--- src/rtl/corr_pkg.sv ---
package corr_pkg;

    typedef enum logic {
        ST_IDLE,
        ST_ACCUM
    } corr_state_e;

    // Sign-magnitude multiply: magnitude product, sign from XOR of signs.
    // A zero magnitude yields zero whatever the sign bits are.
    function automatic logic signed [7:0] sm_mul(input logic [3:0] a, input logic [3:0] b);
        logic [5:0]        mag;
        logic signed [7:0] r;
        mag = 6'({3'b000, a[2:0]} * {3'b000, b[2:0]});
        r   = $signed({2'b00, mag});
        return (a[3] ^ b[3]) ? -r : r;
    endfunction

endpackage

--- src/rtl/corr_tpl_store.sv ---
module corr_tpl_store #(
    parameter int TLEN  = 160,
    parameter int LANES = 8,
    parameter int AW    = $clog2(TLEN),
    parameter int SLW   = 5
) (
    input  logic                 clk,
    input  logic                 rst,
    input  logic                 we,
    input  logic [AW-1:0]        addr,
    input  logic [3:0]           coef,
    input  logic [SLW-1:0]       slice_i,
    output logic [LANES*4-1:0]   slice_coefs_o
);
    logic [3:0] mem [TLEN];

    always_ff @(posedge clk) begin
        if (rst) begin
            for (int n = 0; n < TLEN; n++) mem[n] <= '0;
        end else if (we && ({1'b0, addr} < (AW+1)'(TLEN))) begin
            mem[addr] <= coef;
        end
    end

    for (genvar i = 0; i < LANES; i++) begin : g_rd
        logic [AW-1:0] idx;
        assign idx = AW'(int'(slice_i) * LANES + i);
        assign slice_coefs_o[4*i +: 4] = mem[idx];
    end
endmodule

--- src/rtl/corr_mac_array.sv ---
module corr_mac_array #(
    parameter int LANES = 8,
    parameter int NLAGS = 8,
    parameter int SUMW  = 14
) (
    input  logic [LANES*4-1:0]       prev_i,
    input  logic [LANES*4-1:0]       cur_i,
    input  logic [LANES*4-1:0]       coef_i,
    output logic [NLAGS*SUMW-1:0]    part_o
);
    // Two consecutive groups form the window; lag j, tap i reads sample i+j.
    logic [2*LANES*4-1:0] win;
    assign win = {cur_i, prev_i};

    for (genvar j = 0; j < NLAGS; j++) begin : g_lag
        logic signed [SUMW-1:0] s;
        always_comb begin
            s = '0;
            for (int i = 0; i < LANES; i++) begin
                s = s + SUMW'(corr_pkg::sm_mul(win[4*(i+j) +: 4], coef_i[4*i +: 4]));
            end
        end
        assign part_o[j*SUMW +: SUMW] = s;
    end
endmodule

--- src/rtl/corr_seq_ctrl.sv ---
module corr_seq_ctrl #(
    parameter int NSLICE = 20,
    parameter int SLW    = 5
) (
    input  logic           clk,
    input  logic           rst,
    input  logic           run_en,
    output logic [SLW-1:0] slice_o,
    output logic           accum_o,
    output logic           first_o,
    output logic           last_o
);
    import corr_pkg::*;

    corr_state_e    state_q, state_d;
    logic [SLW-1:0] slice_q, slice_d;

    always_ff @(posedge clk) begin
        if (rst) begin
            state_q <= ST_IDLE;
            slice_q <= '0;
        end else begin
            state_q <= state_d;
            slice_q <= slice_d;
        end
    end

    always_comb begin
        state_d = state_q;
        slice_d = slice_q;
        unique case (state_q)
            ST_IDLE: begin
                slice_d = '0;
                if (run_en) state_d = ST_ACCUM;            // capture
            end
            ST_ACCUM: begin
                if (!run_en) begin
                    state_d = ST_IDLE;                     // abort
                    slice_d = '0;
                end else if (slice_q == SLW'(NSLICE-1)) begin
                    slice_d = '0;                          // wrap
                end else begin
                    slice_d = slice_q + 1'b1;
                end
            end
            default: state_d = ST_IDLE;
        endcase
    end

    always_comb begin
        slice_o = slice_q;
        accum_o = (state_q == ST_ACCUM) && run_en;
        first_o = (slice_q == '0);
        last_o  = (slice_q == SLW'(NSLICE-1));
    end
endmodule

--- src/rtl/parallel_corr.sv ---
module parallel_corr #(
    parameter int LANES = 8,
    parameter int NLAGS = 8,
    parameter int TLEN  = 160
) (
    input  logic                          clk,
    input  logic                          rst,
    input  logic                          run_en,
    input  logic [LANES*4-1:0]            samp_i,
    input  logic                          tpl_we,
    input  logic [$clog2(TLEN)-1:0]       tpl_addr,
    input  logic [3:0]                    tpl_coef,
    output logic [NLAGS*($clog2(TLEN*49+1)+1)-1:0] lag_sum_o,
    output logic                          sum_valid_o
);
    localparam int NSLICE = TLEN / LANES;
    localparam int SLW    = (NSLICE > 1) ? $clog2(NSLICE) : 1;
    localparam int ACC_W  = $clog2(TLEN*49+1) + 1;
    localparam int AW     = $clog2(TLEN);

    logic [LANES*4-1:0]     prev_q;
    logic [LANES*4-1:0]     coefs;
    logic [NLAGS*ACC_W-1:0] part;
    logic [SLW-1:0]         slice;
    logic                   accum, first, last;
    logic                   valid_q;

    corr_seq_ctrl #(.NSLICE(NSLICE), .SLW(SLW)) i_ctrl (
        .clk(clk), .rst(rst), .run_en(run_en),
        .slice_o(slice), .accum_o(accum), .first_o(first), .last_o(last)
    );

    corr_tpl_store #(.TLEN(TLEN), .LANES(LANES), .AW(AW), .SLW(SLW)) i_tpl (
        .clk(clk), .rst(rst), .we(tpl_we), .addr(tpl_addr), .coef(tpl_coef),
        .slice_i(slice), .slice_coefs_o(coefs)
    );

    corr_mac_array #(.LANES(LANES), .NLAGS(NLAGS), .SUMW(ACC_W)) i_mac (
        .prev_i(prev_q), .cur_i(samp_i), .coef_i(coefs), .part_o(part)
    );

    always_ff @(posedge clk) begin
        if (rst) begin
            prev_q  <= '0;
            valid_q <= 1'b0;
        end else begin
            prev_q  <= samp_i;
            valid_q <= accum && last;
        end
    end

    for (genvar j = 0; j < NLAGS; j++) begin : g_acc
        logic signed [ACC_W-1:0] acc_q, out_q, nxt;
        assign nxt = (first ? '0 : acc_q) + $signed(part[j*ACC_W +: ACC_W]);
        always_ff @(posedge clk) begin
            if (rst) begin
                acc_q <= '0;
                out_q <= '0;
            end else if (accum) begin
                acc_q <= nxt;
                if (last) out_q <= nxt;
            end
        end
        assign lag_sum_o[j*ACC_W +: ACC_W] = out_q;
    end

    assign sum_valid_o = valid_q;
endmodule

--- config.mk ---
export PLATFORM = sky130hd
export DESIGN_NAME = parallel_corr
export DESIGN_NICKNAME = d
export VERILOG_FILES = /design/src/rtl/corr_pkg.sv /design/src/rtl/corr_tpl_store.sv /design/src/rtl/corr_mac_array.sv /design/src/rtl/corr_seq_ctrl.sv /design/src/rtl/parallel_corr.sv
export SDC_FILE = /design/constraint.sdc
export NUM_CORES = 2
export LEC_CHECK = 0
export CAP_MARGIN = 20
export CORE_MARGIN = 2
export CORE_UTILIZATION = 25
export CTS_CLUSTER_DIAMETER = 50
export DETAILED_ROUTE_END_ITERATION = 8
export HOLD_SLACK_MARGIN = 0.05
export PLACE_DENSITY = 0.45
export SLEW_MARGIN = 5
export SYNTH_ARGS = -nofsm -noshare
export SYNTH_HDL_FRONTEND = slang
export SYNTH_SLANG_ARGS = --single-unit
--- constraint.sdc ---
create_clock -name clk -period 24.4 [get_ports clk]
set_input_delay 3.66 -clock clk [delete_from_list [all_inputs] [get_ports clk]]
set_output_delay 3.66 -clock clk [all_outputs]
set_load 0.02 [all_outputs]
==> out/results.ini <==
[synthesis]
ys_seq_area_share_pct=38.32
syn_area_sq_mm=0.09398
async_flop_share_pct=0
ys_types=72
ys_ff_latch=1287
synth_edf_count=1024
synthCells=8400
synth-main-ff-cell=edfxtp_1
ys_warn_count=0
avgSynthCellArea_sq_um=11.19

[die]
die_h_microns=617.1
num_rows=225
core_sq_mm=0.3750
die_area_sq_mm=0.3808
pin_count=161
start_util_pct=25.06
die_x_microns=617.1

[drt]
drc=0
num_vias=62960
avgViaCountPerCell=4.519
first_iter_violations=4359
wl_per_cell_microns=20.26
drtPass1Iterations=5
wl_microns=282300
drtAntennaViolNets=0

[sta]
slew-limit-headroom_pct=29.23
finalCriticalPeriod_ns=11.40
worst_pin_slew_ns=1.059
setup_viol=0
slew_viol_final=0
fmax_mhz=87.69
min_period_over_period_pct=46.73
rsz0062_at_grt=false
whs_ns=0.4493
tns_ns=0
clock_skew_ns=0.1060
hold_viol_final=0

[cts]
tritoncts=done
htree_levels=4
cts_resized=0
clock-sinks=1287
clock_tree.buffer_depth=4
numCtsBuffers=192
post_cts_buffers=0
cts_root_buf=clkbuf_16
clk_pin_slew_ns=0.05
hold_buffers=0
clk_latency_ns=0.90

[cells_and_area]
syn_to_final_growth_pct=16.24
fillers=38570
layout.nets=10060
post-route-util_pct=29.13
fin_cells=13930
final_cell_mix=edfxtp_1 (1,024), nand2_1 (821), inv_1 (775), fa_1 (655), and3_1 (584)
drive_gt1_share_pct=10.20
layout_commonest_cell=edfxtp_1

[placement]
portBuffers=160
hpwl_microns=200600
gp_congestion=0.8592
place_inst=13580

[run_status]
outcome=completed

[global_route]
grtUsageTotal_pct=14.80
grt_pass1_wl_microns=427900
grt_pass1_vias=66670
grt-ovfl-total=0
antenna_found_initial=27
grt_start_max_net_pins=109

[worst_setup_path]
reg2reg_slack_ns=13.03
arrival_ns=12.08
critPathTopFamily=adder cells
crit_path_frequent_cell=fa_1
worstPathMaxFanout=7
slowest_stage=fa_1
worst-path-buf-inv=4
required_ns=25.08
crit_type=primary input to register
cp_slowest_stage_delay_ns=0.71
cp-end-kind=register
crit_path_start_kind=primary input

[job]
maxCapViolCount=0

[worst_hold_path]
hp-class=register to register

kinds of logic (layout without fill, tap and decap cells):
group	count (synthesis)	after routing	share of synthesized area, %
mux	404	404	8.362
xor+xnor	569	569	5.476
buf+inv	1288	1435	5.242
simple gates	2638	2638	14.47
compound gates	985	985	6.545
fa+ha+maj	1228	1228	21.58
flops	1287	1287	38.32
other cells	1	391	0.003990
metal layers:
layer	up-vias	global-route usage [%]	routed length, microns
met5	-	0	10
met4	2	4.146	8322
met3	355	1.739	11290
met2	1123	25.82	138900
met1	32010	19.22	123800
li1	29470	-	-
state kept, by name (all words and copies together), names as in the netlist:
signal / flops
prev_q: 32
g_acc.out_q: 112
i_ctrl.state_q: 1
i_tpl.mem: 1024
i_ctrl.slice_o: 5
sum_valid_o: 1
g_acc.acc_q: 112
stage by stage:
stage | setup slack [ns] | cell area [sq um]
after floorplan | 13.71 | 95420
after global placement | 12.13 | 102800
after detailed placement | 12.23 | 102900
after CTS | 12.95 | 109200
after global routing | 12.50 | 109200
final | 13.00 | 109200
final cells by class:
cell class / count / area (sq um) / area share, %
multi-input cells: 6208 / 54860 / 50.22
flip-flops and latches: 1287 / 36030 / 32.98
well taps: 4994 / 6248 / 5.720
clock buffers: 222 / 5001 / 4.578
inverters: 777 / 2925 / 2.678
repair buffers: 316 / 2839 / 2.599
clock inverters: 120 / 1321 / 1.209
diodes: 7 / 17.52 / 0.01603
worst min-delay path, cell delays in order (launching register included):
cell and delay, ns:
dfxtp_1 0.30, nand2_1 0.05, a21oi_1 0.05
cell usage after synthesis (all sizes together), types with 12 or more instances:
master	count	area (sq um)
clkbuf	447	1678
and2	194	1214
xnor2	352	3083
nand3	65	325.3
mux2i	77	798.3
a31o	34	297.8
edfxtp	1024	30750
nor2	312	1171
nand2	823	3089
o22ai	12	75.07
a31oi	23	168.9
nor3b	20	150.1
o21bai	56	420.4
dfxtp	263	5265
fa	655	13110
and3	584	3654
inv	776	2913
nor4	13	87.58
ha	573	7169
buf	64	331.6
o21ai	77	385.4
xor2	209	1883
mux4	300	6756
nor3	81	405.4
nor2b	335	2096
a21oi	507	2541
o221ai	14	122.6
a21o	116	870.8
a211oi	39	292.8
nand2b	154	963.4
mux2	27	304.0
a41o	31	310.3
final timing paths:
kind	start	to	cells past startpoint
worst max-delay path	samp_i[0]	g_acc[7].out_q[13]	28
worst min-delay path	g_acc[4].acc_q[11]	g_acc[4].acc_q[11]	2
worst max register to register	i_ctrl.slice_o[1]	g_acc[7].out_q[13]	34
worst min register to register	g_acc[4].acc_q[11]	g_acc[4].acc_q[11]	2
Power is not shown: default switching activity piles up to over one toggle a cycle in this logic, so the estimate is an artifact.
